### src/rtl/cke_pwr_pkg.sv
package cke_pwr_pkg;

    typedef enum logic [2:0] {
        PS_RUN  = 3'd0,
        PS_PDN  = 3'd1,
        PS_SREF = 3'd2,
        PS_SUSP = 3'd3,
        PS_SRX  = 3'd4
    } pwr_state_e;

    typedef struct packed {
        pwr_state_e st;
        logic       gate;
        logic       ready;
        logic       illegal;
    } ctl_regs_t;

endpackage

### src/rtl/cke_cmd_decode.sv
module cke_cmd_decode (
    input  logic cs_n,
    input  logic ras_n,
    input  logic cas_n,
    input  logic we_n,
    output logic cmd_quiet,
    output logic cmd_refresh
);
    always_comb begin
        // Deselect, or NOP with the chip selected
        cmd_quiet   = cs_n | (ras_n & cas_n & we_n);
        // Row and column strobes low, write enable high
        cmd_refresh = ~cs_n & ~ras_n & ~cas_n & we_n;
    end
endmodule

### src/rtl/cke_edge_classify.sv
module cke_edge_classify (
    input  logic cke_prev,
    input  logic cke_now,
    output logic cke_fall,
    output logic cke_rise
);
    always_comb begin
        cke_fall = cke_prev & ~cke_now;
        cke_rise = ~cke_prev & cke_now;
    end
endmodule

### src/rtl/cke_recovery_timer.sv
module cke_recovery_timer #(
    parameter int COUNT = 10
) (
    input  logic clk,
    input  logic rst_n,
    input  logic load,
    input  logic run,
    output logic done
);
    localparam int CW = (COUNT > 1) ? $clog2(COUNT) : 1;
    localparam logic [CW-1:0] LOAD_VAL = CW'(COUNT - 1);

    logic [CW-1:0] cnt_d, cnt_q;

    always_comb begin
        cnt_d = cnt_q;
        if (load)
            cnt_d = LOAD_VAL;
        else if (run && cnt_q != '0)
            cnt_d = cnt_q - 1'b1;
        done = (cnt_q == '0);
    end

    always_ff @(posedge clk or negedge rst_n) begin
        if (!rst_n) cnt_q <= '0;
        else        cnt_q <= cnt_d;
    end

    // the count never exceeds its load value
    assert_cnt_bounded_R8: assert property (@(posedge clk) disable iff (!rst_n)
        cnt_q <= LOAD_VAL);

    // a load always starts a full window
    assert_load_value_R8: assert property (@(posedge clk) disable iff (!rst_n)
        load |=> cnt_q == LOAD_VAL);
endmodule

### src/rtl/cke_power_ctrl.sv
module cke_power_ctrl
    import cke_pwr_pkg::*;
#(
    parameter int TRC_CYCLES = 10
) (
    input  logic       clk,
    input  logic       rst_n,
    input  logic       cke_prev,
    input  logic       cke_now,
    input  logic       cs_n,
    input  logic       ras_n,
    input  logic       cas_n,
    input  logic       we_n,
    input  logic       banks_idle,
    output logic [2:0] pwr_state,
    output logic       clk_gate_en,
    output logic       sr_ready,
    output logic       illegal_evt
);
    localparam ctl_regs_t RESET_REGS = '{st: PS_RUN, gate: 1'b1, ready: 1'b1, illegal: 1'b0};

    ctl_regs_t regs_d, regs_q;
    logic cmd_quiet, cmd_refresh;
    logic cke_fall, cke_rise;
    logic tmr_load, tmr_done;

    cke_cmd_decode u_dec (
        .cs_n        (cs_n),
        .ras_n       (ras_n),
        .cas_n       (cas_n),
        .we_n        (we_n),
        .cmd_quiet   (cmd_quiet),
        .cmd_refresh (cmd_refresh)
    );

    cke_edge_classify u_edge (
        .cke_prev (cke_prev),
        .cke_now  (cke_now),
        .cke_fall (cke_fall),
        .cke_rise (cke_rise)
    );

    cke_recovery_timer #(.COUNT(TRC_CYCLES)) u_tmr (
        .clk   (clk),
        .rst_n (rst_n),
        .load  (tmr_load),
        .run   (regs_q.st == PS_SRX),
        .done  (tmr_done)
    );

    always_comb begin
        regs_d         = regs_q;
        regs_d.illegal = 1'b0;
        tmr_load       = 1'b0;
        unique case (regs_q.st)
            PS_RUN: begin
                if (cke_fall) begin
                    if (!banks_idle)
                        regs_d.st = PS_SUSP;
                    else if (cmd_quiet)
                        regs_d.st = PS_PDN;
                    else if (cmd_refresh)
                        regs_d.st = PS_SREF;
                    else
                        regs_d.illegal = 1'b1;
                end
            end
            PS_PDN: begin
                if (cke_rise) regs_d.st = PS_RUN;
            end
            PS_SREF: begin
                if (cke_rise) begin
                    if (cmd_quiet) begin
                        regs_d.st = PS_SRX;
                        tmr_load  = 1'b1;
                    end else begin
                        regs_d.illegal = 1'b1;
                    end
                end
            end
            PS_SRX: begin
                if (cke_fall) regs_d.illegal = 1'b1;
                if (tmr_done) regs_d.st = PS_RUN;
            end
            PS_SUSP: begin
                if (cke_rise) regs_d.st = PS_RUN;
            end
            default: regs_d.st = PS_RUN;
        endcase
        regs_d.gate  = !(regs_d.st inside {PS_PDN, PS_SREF, PS_SUSP});
        regs_d.ready = !(regs_d.st inside {PS_SREF, PS_SRX});
    end

    always_ff @(posedge clk or negedge rst_n) begin
        if (!rst_n) regs_q <= RESET_REGS;
        else        regs_q <= regs_d;
    end

    assign pwr_state   = regs_q.st;
    assign clk_gate_en = regs_q.gate;
    assign sr_ready    = regs_q.ready;
    assign illegal_evt = regs_q.illegal;

    // with busy banks a running device never enters a deep low-power state
    assert_busy_no_deep_R5: assert property (@(posedge clk) disable iff (!rst_n)
        (regs_q.st == PS_RUN && !banks_idle) |=> regs_q.st inside {PS_RUN, PS_SUSP});

    // self-refresh is held while CKE stays low
    assert_sref_hold_R7: assert property (@(posedge clk) disable iff (!rst_n)
        (regs_q.st == PS_SREF && !cke_now) |=> regs_q.st == PS_SREF);

    // an illegal event outside recovery leaves the state where it was
    assert_illegal_keeps_state_R4: assert property (@(posedge clk) disable iff (!rst_n)
        (regs_q.illegal && $past(regs_q.st) != PS_SRX) |-> regs_q.st == $past(regs_q.st));

    // the ready flag and the gate agree with the registered state
    assert_ready_matches_R8: assert property (@(posedge clk) disable iff (!rst_n)
        sr_ready == !(pwr_state inside {3'd2, 3'd4}));

    assert_gate_matches_R5: assert property (@(posedge clk) disable iff (!rst_n)
        clk_gate_en == !(pwr_state inside {3'd1, 3'd2, 3'd3}));

    // steady high CKE in running raises no illegal event
    assert_steady_high_R10: assert property (@(posedge clk) disable iff (!rst_n)
        (regs_q.st == PS_RUN && cke_prev && cke_now) |=> (regs_q.st == PS_RUN && !regs_q.illegal));
endmodule

### config.mk
export PLATFORM = sky130hd
export DESIGN_NAME = cke_power_ctrl
export DESIGN_NICKNAME = d
export VERILOG_FILES = /design/src/rtl/cke_pwr_pkg.sv /design/src/rtl/cke_cmd_decode.sv /design/src/rtl/cke_edge_classify.sv /design/src/rtl/cke_recovery_timer.sv /design/src/rtl/cke_power_ctrl.sv
export SDC_FILE = /design/constraint.sdc
export NUM_CORES = 1
export LEC_CHECK = 0
export BUFFER_PORTS_ARGS = -buffer_cell sky130_fd_sc_hd__buf_2
export CAP_MARGIN = 20
export CORE_AREA = 2 2 39 41
export DETAILED_ROUTE_END_ITERATION = 6
export DIE_AREA = 0 0 41 43
export PLACE_DENSITY = 0.77
export SYNTH_ARGS = -nofsm -noshare
export SYNTH_HDL_FRONTEND = slang
export SYNTH_SLANG_ARGS = --single-unit
export TNS_END_PERCENT = 50
### constraint.sdc
create_clock -name clk -period 2.8 [get_ports clk]
set_input_delay 0.56 -clock clk [delete_from_list [all_inputs] [get_ports clk]]
set_output_delay 0.56 -clock clk [all_outputs]
set_load 0.01 [all_outputs]
# --- After elaboration in Yosys (flattened, before gate mapping) ---
# Index checks and enable logic that the tools add are counted.
op_classes:
  addsub: 1
  eq_ne: 8
  n_mux: 22
  bitwise: 13
  reduce_logical: 10
ops:
  columns: ["cell", "count"]
  rows:
  - ["$mux 3", 8]
  - ["$eq 3x2->1 const B", 4]
  - ["$pmux 3 s4", 1]
  - ["$mux 1", 10]
  - ["$mux 4", 2]
  - ["$and 1x1->1", 7]
  - ["$eq 3x1->1 const B", 2]
  - ["$eq 3x3->1 const B", 2]
  - ["$not 1->1", 5]
  - ["$logic_not 4->1", 1]
  - ["$reduce_bool 2->1", 2]
  - ["$reduce_bool 4->1", 1]
  - ["$sub 4x1->4 const B", 1]
  - ["$logic_not 3->1", 1]
  - ["$pmux 1 s3", 1]
  - ["$reduce_bool 3->1", 1]
  - ["$logic_not 1->1", 2]
  - ["$reduce_or 2->1", 1]
  - ["$logic_and 1x1->1", 1]
  - ["$or 1x1->1", 1]
totals:
  ff_bits: 10
  in_bits: 9
  out_inout_bits: 6
  elab_cells: 59

# --- Depth between registers and ports, before layout ---
# Gate-level depths: netlist of the first run.
logic_depth:
  depth_word: 12
  depth_mapped: 6
  ltp_nobuf: 6

# --- By module ---
# Synthesis of the first run repeated with hierarchy kept, for this count alone.
unflattened:
  hier_cells: 59
  hier_area_um2: 611.8
by_module_without_submodules:
  columns: ["module", "n_inst", "cells_each", "area_each_um2", "seq_area_each_um2"]
  rows:
  - ["cke_power_ctrl", 1, 32, 342.8, 152.6]
  - ["cke_recovery_timer", 1, 23, 230.2, 100.1]
  - ["cke_cmd_decode", 1, 2, 23.8, 0.0]
  - ["cke_edge_classify", 1, 2, 15.0, 0.0]

# --- Worst setup path after synthesis of the first run ---
# Ideal clock, no wire load.
synth_timing:
  path_kind: "register to register"
  startpoint: "reg u_tmr.cnt_q[0]"
  endpoint: "reg u_tmr.cnt_q[1]"
  setup_time_ps: 66
  t_arrival_ps: 1365
  t_required_ps: 2734
  path_slack_ps: 1369
  stages_incl_launch_ff: 7
  path_buffers: 0
  period_less_slack_ps: 1431
  path_cell_list: "dfrtp_1 > inv_1 > ha_1 > or3b_4 > nand3_2 > mux2i_1 > and2_1"
synth_between:
  elab_chain_cells: 3
synth_rtl:
  columns: ["element", "line", "text"]
  rows:
  - ["start: declaration", "cke_recovery_timer.sv:13", "logic [CW-1:0] cnt_d, cnt_q;"]
  - ["start signal: assignment", "cke_recovery_timer.sv:26", "else cnt_q <= cnt_d;"]
  - ["$sub 4x1->4 or $reduce_bool 4->1 (tied branches)", "cke_recovery_timer.sv:20, cke_recovery_timer.sv:19", null]
  - ["$mux 4 or $logic_and 1x1->1 (tied branches)", "cke_recovery_timer.sv:19", "else if (run && cnt_q != '0)"]
  - ["$mux 4 or $reduce_bool 2->1 (tied branches)", null, null]
# Several ways; a longest one is shown, not always the timed one. The select of a mux whose other input is x is not followed.
# A chain may end at the register's enable or synchronous reset.

# --- Final worst setup path of the first run ---
layout_timing:
  startpoint: "reg regs_q[3] (netlist: pwr_state[0])"
  endpoint: "out pwr_state[0]"
layout_lines:
  columns: ["element", "line", "text"]
  rows:
  - ["start: declaration", "cke_power_ctrl.sv:22", "ctl_regs_t regs_d, regs_q;"]
  - ["start signal: assignment", "cke_power_ctrl.sv:96", "else regs_q <= regs_d;"]
  - ["end: declaration", "cke_power_ctrl.sv:15", "output logic [2:0] pwr_state,"]
# No word-level cell between the ends.

==> metrics list, run 1 <==
- In the final layout, the share of cells above drive strength 1 is 0.382.
- Area Overhead vs Synth: 19.0%
* Via total after detailed routing: 481
- Across every metal layer, demand over resource in global routing totals 0.157.
- The number of hold buffers added after CTS was 0.
* Clock period minus final worst setup slack: roughly 1.6 ns
- The slowest stage of the critical path is the sky130_fd_sc_hd__dfrtp_1 cell.
- The region available for standard cell placement spans between 1000 and 1500 um2.
* Top delay family on crit path: flip-flops
* Final Cycle Share: 0.568
- The number of max-slew violations in the final report came to 0.
- Via count of the first global-routing pass: between 400 and 500
- Counting along the longest clock path gives a buffer depth of 2.
- Required time of the critical path: between 2 and 2.5 ns
- Count of inserted antenna diode cells: 0
- Max-cap violation count: 0
* Clock tree from TritonCTS: yes
- In this run the count of I/O pins placed on the die edge is 15.
- For this run, design rule violations remaining after detail routing come to 0.
- The worst-case IR drop observed on VDD is around 0.00046 V.
- Traced cell by cell, the critical path runs through buf_2.
- DP Wirelength: 861 um
- Number of buffers and inverters on the critical path: 1
- Post-detailed-route wirelength per cell: 11.7 um
* Largest net degree at the start of global routing: 11
* First-iteration detailed-routing DRC count: 3
- Counting distinct cell types in the post-synthesis netlist gives 32.
- The synthesized design spends more area on one cell type than any other, namely sky130_fd_sc_hd__dfrtp_1.
- Setup violations remaining at the end of the flow were counted as 0.
- The first global-routing pass estimated about 1800 um of wire.
- Die Wd: 41 um
- Critical path arrival: slightly above 1 ns
- The worst setup path is launched from a flop.
* RSZ-0062 raised after global routing: no
- Synthesized net count: 69
- The die covers between 1500 and 2000 um2.
- Number of buffers added by the clock tree synthesis step: 3
- Total negative slack for setup checks: 0 ns
- Largest cells by area after synthesis: sky130_fd_sc_hd__dfrtp_1 (33%), sky130_fd_sc_hd__dfstp_2 (8.7%), sky130_fd_sc_hd__nand2_1 (4.9%)
* Antenna-violating nets left: 0
- Logic pwr share: 0.388
* Layout net count: between 80 and 90
- Number of antenna violations at the first check in global routing: 0
* Total count of hold-check failures in the final report: 0
* Primary flip-flop cell chosen by synthesis mapping: sky130_fd_sc_hd__dfrtp_1
- Core occupancy in the finished layout: 0.522
- For this run, asynchronously set or reset flops after synthesis account for 1.00.
- Share of Yosys cell area claimed by the top area cell type: 0.330
* Avg Inst Size Synth: about 10 um2
* Most frequent standard cell in the layout excluding fill and tap cells: sky130_fd_sc_hd__buf_2
- The floorplan step set the die height to between 40 and 50 um.
* Net switching power of the design: approximately 260 uW
- Of the total power, the clock network draws 0.193.
- Initial standard-cell utilization of the core: 0.439
- The synthesized design contains 10 register bits.
* Fraction of the yosys area taken by sequential cells: 0.416
- In this run the critical register-to-register path is captured at u_tmr.cnt_q[1].
* Post-CTS Setup Repair Bufs: 0
- In this run, post-CTS repair resized a total of 0 instances.
- For the final database, setup skew stands at just over 0.006 ns.
- CTS placed an instance of sky130_fd_sc_hd__clkbuf_4 at the clock tree root.
- Of the total power, the share spent switching nets is 0.382.
- After global routing the overflow that remains totals 0.
- Synthesis handed over a netlist of 59 instances.
- Slew @ Worst Pin: about 0.36 ns
* Warnings from Yosys: 0
* Source-to-sink clock delay at the later pin of the worst-skew pair: about 0.27 ns
* Share of total power in sequential cells: 0.418
- Final RePlAce weighted congestion: 0.763
- The flow ran to the end, and the final reports show no timing, DRC or antenna violations.
- Final wirelength: roughly 1100 um
- For this run, the slowest stage of the critical path takes 0.55 ns.
* Highest Clock Rate: 629 MHz
- Headroom to the max-slew limit came out at 0.763.
- First-pass detailed-route iteration total: 2
* Standard-cell row count: 14
* H-tree levels: 1
- The internal power of the cells totals roughly 420 uW.
- Crit Path Class: reg2out
* IO buf count: 14
* Cell area after technology mapping: 607 um2
* Vias per cell: about 5.2
- Sinks on Clock Net: 10
- The min-delay analysis places its worst path in the category in2async.
- R2R Setup Slk: roughly 1.3 ns
- Highest-count cells in the layout ignoring fill and taps: sky130_fd_sc_hd__buf_2 (14), sky130_fd_sc_hd__nand2_1 (8), sky130_fd_sc_hd__dfrtp_1 (8)
* Clock transition at the registers of the reported paths: around 0.070 ns
- Post-synth EDFFs: 0
* Power per standard cell area: around 940 nW/um2
- Leak Pwr: between 0.0003 and 0.0004 uW
- The number of cells on the worst reg-to-reg path is 6.
* Kind of end point of the critical path: primary output
- The worst register-to-register path begins at u_tmr.cnt_q[0].
- Critical-path maximum fanout: 9
## through the flow
| step | cells | hold slack (ns) | total power [uW] | setup WS, ns | instance area, um2 |
|---|---|---|---|---|---|
| 2_1_floorplan | 59 | 0.264 | 489 | 1.37 | 607 |
| 3_3_place_gp | 88 | 0.425 | 550 | 1.29 | 686 |
| 3_5_place_dp | 88 | 0.428 | 557 | 1.28 | 686 |
| 4_1_cts | 92 | 0.135 | 691 | 1.19 | 722 |
| 5_1_grt | 92 | 0.139 | 742 | 1.13 | 722 |
| 6_report | 92 | 0.129 | 682 | 1.21 | 722 |
## worst max-delay path by stage
stage                        start  slack (ns)  depth (start not counted)              to
floorplan           u_tmr.cnt_q[0]        1.37                          6  u_tmr.cnt_q[1]
finish                pwr_state[0]        1.21                          1    pwr_state[0]
global placement    u_tmr.cnt_q[0]        1.29                          6  u_tmr.cnt_q[1]
CTS                   pwr_state[0]        1.19                          1    pwr_state[0]
detailed placement  u_tmr.cnt_q[0]        1.28                          6  u_tmr.cnt_q[1]
global route          pwr_state[0]        1.13                          1    pwr_state[0]
## cell type report
| cell class | count | area, um2 |
|---|---|---|
| Clock buffer | 4 | 36.3 |
| Fill cell | 132 | 662 |
| Inverter | 4 | 15.0 |
| Multi-Input combinational cell | 44 | 328 |
| Sequential cell | 10 | 253 |
| Tap cell | 16 | 20.0 |
| Timing Repair Buffer | 14 | 70.1 |
## cell families (layout without fill, tap and decap cells)
group | after synthesis | after routing | share of synthesized area
AND/OR/NAND/NOR | 24 | 24 | 0.247
AO/OA/AOI/OAI | 14 | 14 | 0.198
flip-flops | 10 | 10 | 0.416
buffers and inverters | 5 | 22 | 0.0433
XOR/XNOR | 4 | 4 | 0.0577
adder cells (fa/ha/maj) | 1 | 1 | 0.0206
multiplexers | 1 | 1 | 0.0165
## flip-flops by register name, indices dropped and copies added (netlist names)
signal / flops
pwr_state: 3
sr_ready: 1
clk_gate_en: 1
u_tmr.cnt_q: 4
illegal_evt: 1
## metal layers
layer | GRT usage | up-vias | part of all wire
met5 | 0 | - | 0
met4 | 0.0400 | 0 | 0.0065
met3 | 0.0785 | 2 | 0.046
met2 | 0.234 | 9 | 0.51
met1 | 0.197 | 224 | 0.43
li1 | - | 246 | -
## synthesized netlist by cell type (all sizes together) (2+ instances only)
master / n
a211oi: 2
a21oi: 2
dfrtp: 8
dfstp: 2
inv: 4
nand2: 8
nand2b: 2
nand4: 2
nor2: 3
nor2b: 2
nor3: 2
o21ai: 4
o21bai: 2
xnor2: 2
xor2: 2
## power by group through the flow
stage / Combinational (uW) / Clock [uW] / Sequential (uW)
after floorplan: 207 / 0 / 282
after global placement: 262 / 0 / 288
after detailed placement: 266 / 0 / 291
after CTS: 269 / 135 / 286
after global routing: 299 / 146 / 297
final: 265 / 132 / 285
No activity file was read; power rests on OpenSTA's default activity.
==> inputs of run 2 (changes only) <==
--- a/config.mk
+++ b/config.mk
@@ -7,10 +7,9 @@
 export LEC_CHECK = 0
 export BUFFER_PORTS_ARGS = -buffer_cell sky130_fd_sc_hd__buf_2
 export CAP_MARGIN = 20
-export CORE_AREA = 2 2 39 41
+export CORE_UTILIZATION = 45
 export DETAILED_ROUTE_END_ITERATION = 6
-export DIE_AREA = 0 0 41 43
-export PLACE_DENSITY = 0.77
+export PLACE_DENSITY = 0.79
 export SYNTH_ARGS = -nofsm -noshare
 export SYNTH_HDL_FRONTEND = slang
 export SYNTH_SLANG_ARGS = --single-unit
==> constraint.sdc (replaced) <==
create_clock -name clk -period 1.3 [get_ports clk]
set_input_delay 0.26 -clock clk [delete_from_list [all_inputs] [get_ports clk]]
set_output_delay 0.26 -clock clk [all_outputs]
set_load 0.01 [all_outputs]
==> metrics list, run 2 (synthesis gave the netlist of run 1 again) <==
- The flow ran to the end, but the final reports show violations.
- Failing checks: negative setup slack
* Maximum count of clock buffers along a single path: 2
- Count of inserted antenna diode cells: 0
* Source-to-sink clock delay at the later pin of the worst-skew pair: around 0.27 ns
- Max-cap violation count: 0
- DRC viols: 0
* Vias per cell: between 5 and 6
- Die Wd: roughly 39 um
- The worst setup path is captured at a flop.
- DP Wirelength: between 1000 and 1500 um
* Critical-path maximum fanout: 3
- Ranked by flip-flop count, first place goes to u_tmr.cnt_q.
- Sinks on Clock Net: 10
- Between clock sinks in the finished design, the worst skew comes to around 0.0036 ns.
* Filler instances: 91
- The number of cells on the worst reg-to-reg path is 6.
- Layout net count: just over 100
- The floorplan has 12 rows.
* RSZ-0062 raised after global routing: yes
* Clock transition at the registers of the reported paths: 0.07 ns
- 15 I/O pins were placed.
* Total count of hold-check failures in the final report: 0
- Once routing completed, OpenROAD measured the worst setup slack at -0.174 ns.
- After global routing, the most crowded layer is met2.
- Final RePlAce weighted congestion: around 0.80
* Worst setup SP type: flop
* Worst hold path class: in2reg
- The routed design could run at a clock period as short as 1.47 ns.
- Final wirelength: ~1400 um
- Based on the critical path, the design can be clocked at up to ~680 MHz.
- The register with the most flip-flops in the layout has 4 of them.
* Area of the die: between 1000 and 1500 um2
* Met2 demand-to-capacity share in global routing: 0.367
- The number of global-route vias before repair was ~520.
- IR analysis of the VDD net gives a maximum drop of about 0.0011 V.
- The library cells used most frequently in the layout, excluding fill and tap cells, are sky130_fd_sc_hd__buf_2 (14), sky130_fd_sc_hd__buf_4 (13), sky130_fd_sc_hd__nand2_1 (8).
- Post-detailed-placement cell area: around 740 um2
- Crit Path Class: reg2reg
- The pre-antenna-repair detailed-routing pass consisted of 4 iterations.
- Sum of overflow across all layers after global routing: 0
- TritonCTS built the clock tree.
* GRT met3 Usage: 0.104
* Max-slew violations: 0
* Power per standard cell area: roughly 2100 nW/um2
* Critical path arrival: between 1.5 and 2 ns
- Placed Instances: 93
* IO buf count: 14
* First-iteration detailed-routing DRC count: 9
- Footprint of the flip-flops and latches: 255 um2
* Max-slew headroom: 0.782
* Via total after detailed routing: 550
* Number of antenna violations at the first check in global routing: 0
* Overall fraction of global-route tracks in use: 0.217
- Total non-filler cell area in the finished layout: around 860 um2
- R2R Setup Slk: -0.17 ns
- Slew @ Worst Pin: about 0.32 ns
- Clock root buffer: sky130_fd_sc_hd__clkbuf_4
- Core occupancy in the finished layout: 0.726
- Layout cells sized above 1: 0.522
* Worst Hold Path Cells: 4
- The library cell used most frequently in the layout, excluding fill and tap cells, is sky130_fd_sc_hd__buf_2.
- Leak Pwr: between 0.0003 and 0.0004 uW
- Final Cycle Share: 1.13
* Required time of the critical path: between 1 and 1.5 ns
- Buffers inserted during clock tree synthesis total 3.
* H-tree levels: 1
* Fin cells: roughly 100
- Multi-input gate area in the final layout: roughly 360 um2
- For this run, global-route usage on met1 was measured as 0.253.
- For this configuration, the core starts out at a cell density of 0.512.
- The first global-routing pass estimated between 2000 and 2500 um of wire.
- WHS: between 0.3 and 0.4 ns
- In this run the vertical extent of the chip is 38.7 um.
* Setup violators final: 5
* Core region area: between 1000 and 1500 um2
* Antenna-violating nets left: 0
- Area Overhead vs Synth: 41.9%
- Largest net degree at the start of global routing: 11
- After detailed routing, the average wire length per cell comes to between 10 and 15 um.
==> run 2: layout make-up <==
class / instances / area share
multi-input combinational: 44 / 0.417
clock buffer: 4 / 0.0422
timing repair buffer: 28 / 0.206
sequential: 10 / 0.297
inverter: 4 / 0.0174
tap: 14 / 0.0203
==> run 2: power by group <==
group          leakage [uW]  switching [uW]  internal (uW)
Sequential         0.000116             130            470
Combinational      0.000262             436            503
Clock             0.0000210             109            170
==> run 2: critical path, stage by stage (launching register included) <==
cell and delay (ns):
sky130_fd_sc_hd__dfrtp_1 0.39, sky130_fd_sc_hd__inv_2 0.08, sky130_fd_sc_hd__ha_4 0.13, sky130_fd_sc_hd__or3b_4 0.40, sky130_fd_sc_hd__nand4_1 0.10, sky130_fd_sc_hd__xor2_1 0.18, sky130_fd_sc_hd__nand2_1 0.08
==> run 2: timing repair <==
| item | CTS | global route |
|---|---|---|
| cloned | 0 | 0 |
| setup buffers | 2 | 4 |
| pin swaps | 8 | 5 |
| hold buffers | 1 | 0 |
| hold endpoints to repair | 8 | 0 |
| endpoints found under the setup margin | 6 | 10 |
| resized for setup | 3 | 3 |
==> run 2: metal layers <==
layer	vias to the layer above	wire (um)
met5	-	0
met4	0	0
met3	0	52
met2	9	770
met1	267	597
li1	274	-
==> run 2: final timing paths <==
check	start	to
max	u_tmr.cnt_q[1]	u_tmr.cnt_q[3]
min	cke_now	pwr_state[0]
max reg2reg	u_tmr.cnt_q[1]	u_tmr.cnt_q[3]
min reg2reg	u_tmr.cnt_q[3]	u_tmr.cnt_q[3]
max in group asynchronous	rst_n	clk_gate_en
min in group asynchronous	rst_n	illegal_evt
==> run 2: through the flow <==
step                      setup slack (ns)  setup TNS (ns)  power, uW
after detailed placement            -0.198          -0.787       1340
after global routing                -0.245          -0.897       1960
after floorplan                     -0.111          -0.345       1070
final                               -0.174          -0.636       1820
after CTS                           -0.162          -0.556       1700
after global placement              -0.139          -0.540       1310
==> inputs of run 3 (changes only) <==
--- a/config.mk
+++ b/config.mk
@@ -5,11 +5,12 @@
 export SDC_FILE = /design/constraint.sdc
 export NUM_CORES = 1
 export LEC_CHECK = 0
-export BUFFER_PORTS_ARGS = -buffer_cell sky130_fd_sc_hd__buf_2
 export CAP_MARGIN = 20
-export CORE_UTILIZATION = 45
+export CORE_AREA = 2 2 39 41
 export DETAILED_ROUTE_END_ITERATION = 6
-export PLACE_DENSITY = 0.79
+export DIE_AREA = 0 0 41 43
+export DONT_BUFFER_PORTS = 1
+export PLACE_DENSITY = 0.7
 export SYNTH_ARGS = -nofsm -noshare
 export SYNTH_HDL_FRONTEND = slang
 export SYNTH_SLANG_ARGS = --single-unit
==> metrics list, run 3 (synthesis gave the netlist of run 1 again) <==
- At the end of routability-driven placement, the weighted congestion stood at 0.768.
- For this configuration, the core starts out at a cell density of 0.439.
- STA classifies the critical path startpoint as a flop.
- Vias per cell: between 5 and 6
* Status: finished, violations left
- After detailed routing, the met3 layer carries approximately 27 um of wire.
- Min setup slack post-route: -0.179 ns
* Clock root buffer: sky130_fd_sc_hd__clkbuf_4
- Clock period minus final worst setup slack: 1.48 ns
- The path class of the tightest hold or removal check is in2reg.
- I/O pin count: 15
* Clock tree from TritonCTS: yes
* Placed Instances: 84
- Logic pwr share: 0.457
- The filler cells instantiated in the layout total approximately 120.
- From synthesis to final layout, the design area changed by 28.9%.
- Layout net count: 87
- Post-Route Skew: 0.00958 ns
- Max-slew headroom: 0.697
- The first TritonRoute pass finished after 3 iterations.
- Power per standard cell area: between 2000 and 2500 nW/um2
- Source-to-sink clock delay at the later pin of the worst-skew pair: approximately 0.28 ns
- After routing, the total negative slack on setup checks comes to -0.773 ns.
- Derived from the worst setup path, the maximum achievable clock frequency is roughly 680 MHz.
- The floorplan step set the die width to around 41 um.
- Most flops, register: u_tmr.cnt_q
- DP Wirelength: 888 um
* IO buf count: 0
* Highest-count cells in the layout ignoring fill and taps: sky130_fd_sc_hd__buf_4 (13), sky130_fd_sc_hd__nand2_1 (8), sky130_fd_sc_hd__dfrtp_1 (6)
- RSZ-0062 raised after global routing: yes
- Number of buffers added by the clock tree synthesis step: 3
- The clock drives 10 sinks.
- Clock network fraction of design power: 0.174
* Final Cycle Share: 1.14
- Area of the die: around 1800 um2
- In the detailed route, the total length drawn on met2 is 615 um.
- Leaving out fill and tap cells, the most frequent cell in the layout is sky130_fd_sc_hd__buf_4.
* Footprint of the flip-flops and latches: between 200 and 300 um2
- Critical-path maximum fanout: 4
- Detailed routing inserted a total of 484 vias.
- The clock passes through at most 2 buffers.
- For this run, design rule violations remaining after detail routing come to 0.
* Worst voltage drop across the vdd grid: 0.000756 V
- The tool flagged a number of max-cap violations equal to 0.
- The first global-routing pass estimated approximately 2100 um of wire.
- The total area inside the core boundary comes to 1380 um2.
- Post-route met1 wirelength: roughly 570 um
- The total overflow left after global routing is 0.
* First-iteration detailed-routing DRC count: 7
- The critical path is of the reg2reg type.
* Largest net degree at the start of global routing: 11
- Max FFs per register: 4
* Post-detailed-route wirelength per cell: ~14 um
- Via count of the first global-routing pass: approximately 480
- The worst setup path is captured at a flop.
- Summed over all nets, the switching power comes to roughly 650 uW.
- Layout cells sized above 1: 0.434
* Max-slew violations: 0
- H-tree levels: 1
* Share of total power consumed by net switching: 0.377
* Slew @ Worst Pin: around 0.45 ns
- In this run the remaining antenna-violating nets after routing total 0.
- Setup violations remaining at the end of the flow were counted as 6.
* Top Layer Used: met4
* Clock transition at the registers of the reported paths: about 0.080 ns
- Core occupancy in the finished layout: 0.565
* Count of inserted antenna diode cells: 0
* Required time of the critical path: 1.52 ns
* Fin cells: just over 90
- Number of antenna violations at the first check in global routing: 0
* Power Internal: approximately 1100 uW
- Summing all multi-input logic gate instances after layout gives 348 um2.
* Y dimension of the die: approximately 43 um
- Final wirelength: around 1300 um
* Standard-cell row count: 14
* Share of total power in sequential cells: 0.369
- Leak Pwr: 0.000339 uW
* Failing checks: negative setup slack
- At the worst endpoint, the arrival time is ~1.7 ns.
* Total count of hold-check failures in the final report: 0
- Overall fraction of global-route tracks in use: 0.187
run 3: per-stage QoR:
stage	area, um2	power (uW)	setup WS [ns]	hold slack, ns
floorplan	614	1070	-0.111	-0.0356
global placement	698	1280	-0.144	-0.0354
detailed placement	698	1300	-0.171	-0.0353
CTS	772	1660	-0.155	0.190
global route	782	1830	-0.224	0.192
finish	782	1710	-0.179	0.175
run 3: final timing paths:
path                                start  slack, ns             end  depth (start not counted)
setup / recovery           u_tmr.cnt_q[0]      -0.18  u_tmr.cnt_q[1]                          6
hold / removal                    cke_now       0.18    pwr_state[0]                          3
setup reg to reg           u_tmr.cnt_q[0]      -0.18  u_tmr.cnt_q[1]                          6
hold reg to reg            u_tmr.cnt_q[3]       0.52  u_tmr.cnt_q[3]                          2
max in group asynchronous           rst_n       0.60        sr_ready                          1
min in group asynchronous           rst_n       0.35     illegal_evt                          1
run 3: worst max-delay path: stages (launching register included):
cell	delay (ns)
sky130_fd_sc_hd__dfrtp_1	0.41
sky130_fd_sc_hd__inv_2	0.09
sky130_fd_sc_hd__ha_4	0.12
sky130_fd_sc_hd__or3b_4	0.40
sky130_fd_sc_hd__nand3_4	0.10
sky130_fd_sc_hd__mux2i_1	0.17
sky130_fd_sc_hd__and2_1	0.13
run 3: layer usage:
layer	GRT usage	up-vias
met5	0	-
met4	0.120	0
met3	0.0471	5
met2	0.284	10
met1	0.220	225
li1	-	244
run 3: layout make-up:
class,count,share of cell area
sequential,10,0.326
timing repair buffer,14,0.138
inverter,4,0.0192
tap,16,0.0256
clock buffer,4,0.0464
multi-input combinational,44,0.445
run 3: power by group through the flow:
| stage | combinational (uW) | sequential, uW | clock (uW) |
|---|---|---|---|
| after floorplan | 458 | 612 | 0 |
| after global placement | 662 | 621 | 0 |
| after detailed placement | 674 | 627 | 0 |
| after CTS | 745 | 623 | 296 |
| after global routing | 870 | 654 | 306 |
| final | 783 | 632 | 299 |
run 3: repair_timing:
action                     CTS  global route
buffers inserted             2             1
hold endpoints to repair    10             0
setup endpoints to repair    6             9
hold buffers                 1             0
pin swaps                    4             7
gates resized for setup      3             2
